## config.mk

```make
export PLATFORM = sky130hd
export DESIGN_NAME = dcmp_timer_out
export DESIGN_NICKNAME = d
export VERILOG_FILES = /design/src/rtl/dcmp_pkg.sv /design/src/rtl/dcmp_counter.sv /design/src/rtl/dcmp_compare.sv /design/src/rtl/dcmp_regs.sv /design/src/rtl/dcmp_out_ctl.sv /design/src/rtl/dcmp_timer_out.sv
export SDC_FILE = /design/constraint.sdc
export NUM_CORES = 1
export LEC_CHECK = 0
export BUFFER_PORTS_ARGS = -buffer_cell sky130_fd_sc_hd__buf_2
export CORE_MARGIN = 1.5
export CORE_UTILIZATION = 55
export CTS_CLUSTER_DIAMETER = 150
export DETAILED_ROUTE_END_ITERATION = 12
export PLACE_DENSITY = 0.76
export SYNTH_ARGS = -nofsm -noshare
export SYNTH_HDL_FRONTEND = slang
export SYNTH_SLANG_ARGS = --single-unit
```

## constraint.sdc

```tcl
create_clock -name clk -period 3.02 [get_ports clk]
set_input_delay 0.151 -clock clk [delete_from_list [all_inputs] [get_ports clk]]
set_output_delay 0.151 -clock clk [all_outputs]
set_load 0.05 [all_outputs]
```

## src/rtl/dcmp_pkg.sv

```systemverilog
package dcmp_pkg;
  localparam int ADDR_W = 3;

  typedef enum logic [1:0] {
    ACT_KEEP = 2'b00,
    ACT_LOW  = 2'b01,
    ACT_HIGH = 2'b10,
    ACT_TOG  = 2'b11
  } act_e;

  localparam logic [ADDR_W-1:0] A_CTRL = 3'd0;
  localparam logic [ADDR_W-1:0] A_CMPA = 3'd1;
  localparam logic [ADDR_W-1:0] A_CMPB = 3'd2;
  localparam logic [ADDR_W-1:0] A_STAT = 3'd3;
  localparam logic [ADDR_W-1:0] A_CNT  = 3'd4;

  localparam int CH_N = 2;
endpackage

```

## src/rtl/dcmp_counter.sv

```systemverilog
module dcmp_counter #(
  parameter int W = 8
) (
  input  logic         clk,
  input  logic         rst,
  input  logic         en,
  input  logic         ld,
  input  logic [W-1:0] ld_val,
  output logic [W-1:0] cnt
);
  localparam logic [W-1:0] TOP = '1;

  always_ff @(posedge clk) begin
    if (rst)      cnt <= '0;
    else if (ld)  cnt <= ld_val;
    else if (en)  cnt <= cnt + 1'b1;
  end

  // count wraps from all-ones to zero
  p_wrap_r2: assert property (@(posedge clk) disable iff (rst)
    (en && !ld && cnt == TOP) |=> (cnt == '0));

  // a load wins over counting
  p_load_r2: assert property (@(posedge clk) disable iff (rst)
    ld |=> (cnt == $past(ld_val)));
endmodule

```

## src/rtl/dcmp_compare.sv

```systemverilog
module dcmp_compare #(
  parameter int W = 8,
  parameter int N = 2
) (
  input  logic                en,
  input  logic [W-1:0]        cnt,
  input  logic [N-1:0][W-1:0] cmp,
  output logic [N-1:0]        hit
);
  for (genvar i = 0; i < N; i++) begin : g_ch
    assign hit[i] = en && (cnt == cmp[i]);
  end
endmodule

```

## src/rtl/dcmp_regs.sv

```systemverilog
module dcmp_regs
  import dcmp_pkg::*;
#(
  parameter int W        = 8,
  parameter bit HAS_TRIG = 1'b1
) (
  input  logic              clk,
  input  logic              rst,
  input  logic              wr_en,
  input  logic [ADDR_W-1:0] addr,
  input  logic [W-1:0]      wdata,
  input  logic [W-1:0]      cnt,
  input  logic [CH_N-1:0]   hit,
  output act_e              act_a,
  output act_e              act_b,
  output logic              trg_en,
  output logic [W-1:0]      cmp_a,
  output logic [W-1:0]      cmp_b,
  output logic [CH_N-1:0]   flags,
  output logic              cnt_ld,
  output logic [W-1:0]      cnt_ld_val,
  output logic [W-1:0]      rdata
);
  logic         wr_ctrl, wr_stat;
  logic         trg_rd;
  logic [W-1:0] rd_nxt;

  assign wr_ctrl    = wr_en && (addr == A_CTRL);
  assign wr_stat    = wr_en && (addr == A_STAT);
  assign cnt_ld     = wr_en && (addr == A_CNT);
  assign cnt_ld_val = wdata;

  always_ff @(posedge clk) begin
    if (rst) begin
      act_a <= ACT_KEEP;
      act_b <= ACT_KEEP;
      cmp_a <= '0;
      cmp_b <= '0;
    end else begin
      if (wr_ctrl) begin
        act_a <= act_e'(wdata[1:0]);
        act_b <= act_e'(wdata[3:2]);
      end
      if (wr_en && addr == A_CMPA) cmp_a <= wdata;
      if (wr_en && addr == A_CMPB) cmp_b <= wdata;
    end
  end

  if (HAS_TRIG) begin : g_trig
    logic trg_q;
    always_ff @(posedge clk) begin
      if (rst)          trg_q <= 1'b0;
      else if (wr_ctrl) trg_q <= wdata[4];
    end
    assign trg_en = trg_q;
    assign trg_rd = trg_q;
  end else begin : g_notrig
    assign trg_en = 1'b0;
    assign trg_rd = 1'b1;
  end

  for (genvar i = 0; i < CH_N; i++) begin : g_flag
    always_ff @(posedge clk) begin
      if (rst)                      flags[i] <= 1'b0;
      else if (hit[i])              flags[i] <= 1'b1;
      else if (wr_stat && !wdata[i]) flags[i] <= 1'b0;
    end

    // a match always leaves its flag set, even against a clear
    p_flag_set_r9: assert property (@(posedge clk) disable iff (rst)
      hit[i] |=> flags[i]);
  end

  always_comb begin
    rd_nxt = '0;
    case (addr)
      A_CTRL: rd_nxt[4:0] = {trg_rd, act_b, act_a};
      A_CMPA: rd_nxt = cmp_a;
      A_CMPB: rd_nxt = cmp_b;
      A_STAT: rd_nxt[CH_N-1:0] = flags;
      A_CNT:  rd_nxt = cnt;
      default: rd_nxt = '0;
    endcase
  end

  always_ff @(posedge clk) begin
    if (rst) rdata <= '0;
    else     rdata <= rd_nxt;
  end
endmodule

```

## src/rtl/dcmp_out_ctl.sv

```systemverilog
module dcmp_out_ctl
  import dcmp_pkg::*;
(
  input  logic clk,
  input  logic rst,
  input  logic hit_a,
  input  logic hit_b,
  input  act_e act_a,
  input  act_e act_b,
  input  logic trg_en,
  output logic tmr_out,
  output logic adc_start
);
  logic do_tog, do_high, do_low, out_nxt;

  assign do_tog  = (hit_a && act_a == ACT_TOG)  || (hit_b && act_b == ACT_TOG);
  assign do_high = (hit_a && act_a == ACT_HIGH) || (hit_b && act_b == ACT_HIGH);
  assign do_low  = (hit_a && act_a == ACT_LOW)  || (hit_b && act_b == ACT_LOW);

  always_comb begin
    if (do_tog)       out_nxt = ~tmr_out;
    else if (do_high) out_nxt = 1'b1;
    else if (do_low)  out_nxt = 1'b0;
    else              out_nxt = tmr_out;
  end

  always_ff @(posedge clk) begin
    if (rst) begin
      tmr_out   <= 1'b0;
      adc_start <= 1'b0;
    end else begin
      tmr_out   <= out_nxt;
      adc_start <= hit_a && trg_en;
    end
  end

  // with no match the pin holds
  p_hold_idle_r6: assert property (@(posedge clk) disable iff (rst)
    (!hit_a && !hit_b) |=> $stable(tmr_out));

  // any matching toggle inverts the pin
  p_toggle_r5: assert property (@(posedge clk) disable iff (rst)
    ((hit_a && act_a == ACT_TOG) || (hit_b && act_b == ACT_TOG))
      |=> (tmr_out != $past(tmr_out)));

  // drive-1 beats drive-0 when no toggle is present
  p_high_wins_r5: assert property (@(posedge clk) disable iff (rst)
    (hit_a && hit_b && act_a == ACT_HIGH && act_b == ACT_LOW) |=> tmr_out);

  // a pulse only follows a match on A
  p_trig_match_r7: assert property (@(posedge clk) disable iff (rst)
    adc_start |-> $past(hit_a));
endmodule

```

## src/rtl/dcmp_timer_out.sv

```systemverilog
module dcmp_timer_out
  import dcmp_pkg::*;
#(
  parameter int CNT_W    = 8,
  parameter bit HAS_TRIG = 1'b1
) (
  input  logic              clk,
  input  logic              rst,
  input  logic              cnt_en,
  input  logic              wr_en,
  input  logic [ADDR_W-1:0] addr,
  input  logic [CNT_W-1:0]  wdata,
  output logic [CNT_W-1:0]  rdata,
  output logic              tmr_out,
  output logic              adc_start,
  output logic [1:0]        match_flags
);
  logic [CNT_W-1:0]            cnt, cmp_a, cmp_b, ld_val;
  logic [CH_N-1:0][CNT_W-1:0]  cmp_vec;
  logic [CH_N-1:0]             hit;
  logic                        ld, trg_en;
  act_e                        act_a, act_b;

  assign cmp_vec = {cmp_b, cmp_a};

  dcmp_counter #(.W(CNT_W)) u_cnt (
    .clk(clk), .rst(rst), .en(cnt_en), .ld(ld), .ld_val(ld_val), .cnt(cnt)
  );

  dcmp_compare #(.W(CNT_W), .N(CH_N)) u_cmp (
    .en(cnt_en), .cnt(cnt), .cmp(cmp_vec), .hit(hit)
  );

  dcmp_regs #(.W(CNT_W), .HAS_TRIG(HAS_TRIG)) u_regs (
    .clk(clk), .rst(rst), .wr_en(wr_en), .addr(addr), .wdata(wdata),
    .cnt(cnt), .hit(hit), .act_a(act_a), .act_b(act_b), .trg_en(trg_en),
    .cmp_a(cmp_a), .cmp_b(cmp_b), .flags(match_flags),
    .cnt_ld(ld), .cnt_ld_val(ld_val), .rdata(rdata)
  );

  dcmp_out_ctl u_out (
    .clk(clk), .rst(rst), .hit_a(hit[0]), .hit_b(hit[1]),
    .act_a(act_a), .act_b(act_b), .trg_en(trg_en),
    .tmr_out(tmr_out), .adc_start(adc_start)
  );

  if (!HAS_TRIG) begin : g_lock_chk
    // the trigger-less variant never requests a conversion
    p_lock_no_trig_r8: assert property (@(posedge clk) disable iff (rst)
      !adc_start);
  end
endmodule

```

==> metrics.md, run 1 <==
| Metric | Value |
|---|---|
| Status | `finished, final reports clean` |
| GRT Util Overall | `23.6%` |
| Gr ovfl total | `0` |
| Vias/cell | `5.66` |
| WL final | `4.46 mm` |
| DR pass1 iterations | `4` |
| Final instance area | `2220 um^2` |
| PwrDens | `483 nW/um^2` |
| Synth area leader | `dfxtp_1` |
| Largest net degree at the start of global routing | `42` |
| Unique masters post-synth | `35` |
| Die X | `64.3 um` |
| Peak VDD IR | `0.324 mV` |
| Area of the multi-input gates | `1120 um^2` |
| Vias in the first global route | `1644` |
| Post-synth EDFFs | `0` |
| Final slew viol count | `0` |
| Vias | `1686` |
| Port Buf Inserts | `26` |
| Antenna cells | `0` |
| Yosys warns | `0` |
| Post-CTS setup buffers | `0` |
| CTS Buffer Depth | `2` |
| Syn Area/Cell | `8.84 um^2` |
| Final number of hold-violating endpoints | `0` |
| Crit path max fanout | `7` |
| Antenna-violating nets left | `0` |
| Core Region | `3630 um^2` |
| Post-DR wirelength/cell | `14.9 um` |
| Top FF cell, synth | `dfxtp_1` |
| Syn nets | `250` |
| Gates resized, CTS repair | `0` |
| Fillers | `329` |
| Nets@finish | `265` |
| LEAKAGE | `0.800 nW` |
| Syn Inst Count | `234` |
| Area contributors post-synth | `dfxtp_1, nor2_1, mux2i_1` |
| Cts hold-fix bufs | `0` |
| Initial Util | `56.9%` |
| WS Path Type | `flip-flop to flip-flop` |
| Commonest cells post-synth | `dfxtp_1, nor2_1, nand2_1` |
| Htree depth | `2` |
| Area Growth Syn to Fin | `7.26%` |
| Slack of the critical path | `1.35 ns` |
| Initial drt markers | `190` |
| Simple-gate share of the synthesized area | `20.9%` |
| MaxCap Viol Count | `0` |
| CP Data Required Time | `3.24 ns` |
| Cts bufs inserted | `5` |
| DIE AREA | `4140 um^2` |
| Flops & latches, synth | `41` |
| Setup Skew | `0.00195 ns` |
| Largest family of logic cells by synthesized area | `simple AND/OR/NAND/NOR gates` |
| Die Height | `64.3 um` |
| Global-route wire length before repair | `7.53 mm` |
| Initial antenna violation count | `0` |
| Final setup viols | `0` |
| Pre-CTS WS | `1.40 ns` |
| TritonCTS clock tree | `yes` |
| Routability cong. | `0.890` |
| Async SR Flop Fraction | `0%` |
| Clock Latency Late Sink | `0.29 ns` |
| I/O pins | `27` |
| Unrepaired setup endpoints after global routing | `no` |
| DRC | `0` |
| Mapped cell area | `2070 um^2` |
| Critical Path End Type | `flip-flop` |
| Share of cells above drive strength 1 | `16.4%` |
| XOR/XNOR Fraction of Synth Area | `11.2%` |
| Critical path arrival | `1.89 ns` |
| TNS Setup | `0 ns` |
| Compound-gate portion of the synthesized area | `12.3%` |
| Dpl cell area | `2140 um^2` |
| Final worst-path cycle share | `55.3%` |
| Post-synthesis mux area share | `8.95%` |
| Post-Synth Adder-Cell Area | `0.605%` |
| Total Power | `1.07 mW` |
| Dpl hpwl | `3.21 mm` |
| Worst-Margin Slew | `0.708 ns` |
| Crit path time final | `1.67 ns` |
| Most frequent cell after synthesis | `dfxtp_1` |
| Slew margin rel. | `52.8%` |
| Max frequency | `0.599 GHz` |
| Clk slew on worst S/H paths | `0.07 ns` |
| Sequential cell area | `821 um^2` |
| Yosys top cell area share | `39.7%` |
| CP Launch Type | `flip-flop` |
| Std-Cell Rows | `22` |
| Worst reg-to-reg setup slack | `1.35 ns` |
| Min-Delay Path Class | `input port to flip-flop` |
| Clock sink count | `41` |
| Part of the Yosys area used for sequential elements | `39.7%` |
| Clock Tree Root | `clkbuf_8` |
[per-stage QoR]
| step | utilization (%) | instances | hold slack [ns] |
|---|---|---|---|
| after floorplan | - | 234 | 0.287 |
| after global placement | 58.8 | 290 | 0.430 |
| after detailed placement | 58.8 | 290 | 0.437 |
| after CTS | 61.1 | 298 | 0.132 |
| after global routing | 61.1 | 298 | 0.137 |
| final | 61.1 | 298 | 0.132 |
[state kept, by name (all words and copies together), names as in the netlist]
register	count
u_regs.cmp_a	8
u_regs.cmp_b	8
u_out.adc_start	1
u_out.tmr_out	1
u_cnt.cnt	8
u_regs.act_a	2
u_regs.rdata	8
u_regs.act_b	2
u_regs.flags	2
u_regs.trg_en	1
[final timing paths]
check,cells past startpoint,end,from
max,5,u_out.tmr_out$_SDFFE_PP0P_,u_cnt.cnt[0]$_SDFFE_PP0P_
min,3,u_regs.cmp_a[6]$_SDFFE_PP0P_,wdata[6]
max reg2reg,5,u_out.tmr_out$_SDFFE_PP0P_,u_cnt.cnt[0]$_SDFFE_PP0P_
min reg2reg,2,u_regs.cmp_a[4]$_SDFFE_PP0P_,u_regs.cmp_a[4]$_SDFFE_PP0P_
[worst max-delay path, cell delays in order, from the launching register on]
cell	delay [ns]
dfxtp_1	0.51
xnor2_1	0.18
nand4_1	0.16
or3_1	0.41
o22a_1	0.20
a21oi_1	0.14
[layer usage]
layer  track usage [%]  share of wire [%]
met5                 0                  0
met4              6.91                1.1
met3              4.93                4.3
met2              40.5                 50
met1              29.7                 45
[cell usage in the layout, fill, tap and decap left out, types with 3 or more instances in the layout]
| cell | synthesis | routed |
|---|---|---|
| a211oi_1 | 8 | 8 |
| a21oi_1 | 16 | 16 |
| a22oi_1 | 3 | 3 |
| a2bb2oi_1 | 3 | 3 |
| a31oi_1 | 6 | 6 |
| buf_2 | 6 | 26 |
| clkbuf_1 | 6 | 3 |
| clkbuf_8 | 0 | 5 |
| dfxtp_1 | 41 | 41 |
| inv_1 | 3 | 3 |
| mux2i_1 | 14 | 14 |
| nand2_1 | 22 | 22 |
| nand3_1 | 8 | 8 |
| nand4_1 | 4 | 4 |
| nor2_1 | 40 | 40 |
| nor2b_1 | 3 | 3 |
| xnor2_1 | 16 | 16 |
| xnor2_2 | 4 | 4 |
| xor2_1 | 3 | 3 |
[where the power goes]
| part | internal [mW] | switching [mW] |
|---|---|---|
| logic | 0.0591 | 0.0912 |
| clock network | 0.164 | 0.176 |
| registers | 0.558 | 0.0242 |
[logic make-up after synthesis]
group,Yosys count
xor+xnor,23
simple gates,92
flops,41
mux,16
compound gates,40
fa+ha+maj,1
buf+inv,21
[cell type report]
type | count | share of cell area, %
clock buffers | 8 | 3.61
inverters | 3 | 0.508
multi-input cells | 172 | 50.3
flip-flops and latches | 41 | 37.0
well taps | 48 | 2.71
repair buffers | 26 | 5.87
No activity file was read; power rests on OpenSTA's default activity.
==> run 2, diff against run 1 <==
==> constraint.sdc (replaced) <==
create_clock -name clk -period 1.75 [get_ports clk]
set_input_delay 0.0875 -clock clk [delete_from_list [all_inputs] [get_ports clk]]
set_output_delay 0.0875 -clock clk [all_outputs]
set_load 0.05 [all_outputs]
==> run 2 against run 1 <==
- critical path type unchanged
- global-route usage up 2.7 points
- register-to-register slack worse by 1.2 ns
- first-iteration DRC count down 38%
- flip-flop and latch count unchanged
- via count down 2.5%
- final cell count up 0.67%
- wire length up 6.6%
==> metrics.md, run 2 (same netlist as run 1, synthesis figures left out) <==
| Metric | Value |
|---|---|
| Status | `finished, final reports clean` |
| WL final | `4.75 mm (+6.6%)` |
| Dpl cell area | `2150 um^2 (+0.70%)` |
| Unrepaired setup endpoints after global routing | `no` |
| Final Util | `61.6% (+0.59 points)` |
| Peak VDD IR | `0.619 mV (+91%)` |
| Worst-Margin Slew | `0.729 ns (+0.0208 ns)` |
| Final slew viol count | `0 (unchanged)` |
| Vias | `1644 (-2.5%)` |
| Global-route wire length before repair | `7.95 mm (+5.5%)` |
| Antenna cells | `0 (unchanged)` |
| Initial drt markers | `118 (-38%)` |
| Crit path max fanout | `7 (unchanged)` |
| Clock sink count | `41 (unchanged)` |
| CTS Buffer Depth | `2 (unchanged)` |
| Most frequent cells in the layout | `dfxtp_1, nor2_1, buf_2, nand2_1` |
| Core Region | `3630 um^2 (unchanged)` |
| Routability cong. | `1.00 (+13%)` |
| Vias/cell | `5.48 (-3.1%)` |
| Setup Skew | `0.00735 ns (+0.00540 ns)` |
| Max frequency | `0.628 GHz (+4.9%)` |
| Share of cells above drive strength 1 | `18.3% (+1.9 points)` |
| I/O pins | `27 (unchanged)` |
| Final worst-path cycle share | `90.9% (+36 points)` |
| TritonCTS clock tree | `yes` |
| Clock Tree Root | `clkbuf_8` |
| Total Power | `1.88 mW (+75%)` |
| Clk slew on worst S/H paths | `0.08 ns (about the same)` |
| Final setup viols | `0 (unchanged)` |
| Slack of the critical path | `0.159 ns (-1.19 ns)` |
| Most common cell after layout, fill and taps aside | `dfxtp_1` |
| CP Launch Type | `flip-flop` |
| Critical Path End Type | `flip-flop` |
| Sequential cell area | `821 um^2 (unchanged)` |
| Vias in the first global route | `1588 (-3.4%)` |
| Critical path arrival | `1.79 ns (-0.10 ns)` |
| Htree depth | `2 (unchanged)` |
| Cts hold-fix bufs | `0 (unchanged)` |
| Clock Latency Late Sink | `0.30 ns (about the same)` |
| Initial antenna violation count | `0 (unchanged)` |
| Initial Util | `56.9% (unchanged)` |
| Crit path time final | `1.59 ns (-0.0787 ns)` |
| Post-CTS setup buffers | `0 (unchanged)` |
| Std-Cell Rows | `22 (unchanged)` |
| Die X | `64.3 um (unchanged)` |
| Fillers | `362 (+10%)` |
| Pre-CTS WS | `0.179 ns (-1.23 ns)` |
| CP Data Required Time | `1.94 ns (-1.30 ns)` |
| MaxCap Viol Count | `0 (unchanged)` |
| Min-Delay Path Class | `input port to flip-flop` |
| DR pass1 iterations | `4 (unchanged)` |
| Area of the multi-input gates | `1120 um^2 (unchanged)` |
| Gates resized, CTS repair | `0 (unchanged)` |
| Slew margin rel. | `51.4% (-1.4 points)` |
| Port Buf Inserts | `26 (unchanged)` |
| PwrDens | `840 nW/um^2 (+74%)` |
| Nets@finish | `267 (+0.75%)` |
| Dpl cells | `292 (+0.69%)` |
| WS Path Type | `flip-flop to flip-flop` |
| Gr ovfl total | `0 (unchanged)` |
| Area Growth Syn to Fin | `8.29%` |
| Antenna-violating nets left | `0 (unchanged)` |
| Post-DR wirelength/cell | `15.8 um (+5.9%)` |
| DRC | `0 (unchanged)` |
| Dpl hpwl | `3.47 mm (+7.8%)` |
| Cts bufs inserted | `5 (unchanged)` |
| Final instance area | `2240 um^2 (+0.96%)` |
| Die Height | `64.3 um (unchanged)` |
| DIE AREA | `4140 um^2 (unchanged)` |
| Final number of hold-violating endpoints | `0 (unchanged)` |
| TNS Setup | `0 ns (unchanged)` |
| Final hold slack | `0.0429 ns (-0.0890 ns)` |
| Largest net degree at the start of global routing | `42 (unchanged)` |
| Fin cells | `300 (+0.67%)` |
| LEAKAGE | `0.814 nW (+1.7%)` |
| GRT Util Overall | `26.3% (+2.7 points)` |
-- run 2: critical path, cell delays in order, from the launching register on --
cell	delay (ns)
dfxtp_1	0.53
xnor2_2	0.16
nand3_2	0.08
or3_1	0.42
o221ai_1	0.21
a21oi_1	0.09
-- run 2: where the power goes --
group          switching [mW]  internal (mW)
registers              0.0393          0.963
clock network           0.337          0.275
logic                   0.162          0.106
total                   0.538           1.34
-- run 2: per-layer routing --
| layer | part of all wire (%) | track usage [%] |
|---|---|---|
| met1 | 46 | 33.7 |
| met2 | 47 | 41.7 |
| met3 | 4.8 | 7.57 |
| met4 | 2.5 | 10.4 |
| met5 | 0 | 0 |
-- run 2: final timing paths --
check,startpoint,endpoint,slack [ns],cells after the start
max,u_cnt.cnt[2]$_SDFFE_PP0P_,u_out.tmr_out$_SDFFE_PP0P_,0.16,5
min,wdata[6],u_regs.cmp_a[6]$_SDFFE_PP0P_,0.04,3
max reg2reg,u_cnt.cnt[2]$_SDFFE_PP0P_,u_out.tmr_out$_SDFFE_PP0P_,0.16,5
min reg2reg,u_regs.cmp_a[0]$_SDFFE_PP0P_,u_regs.cmp_a[0]$_SDFFE_PP0P_,0.50,2
-- run 2: final cells by class --
type | count | area share [%]
multi-input combinational | 172 | 49.8
sequential | 41 | 36.6
timing repair buffer | 28 | 6.48
clock buffer | 5 | 3.07
tap | 48 | 2.68
clock inverter | 3 | 0.782
inverter | 3 | 0.503
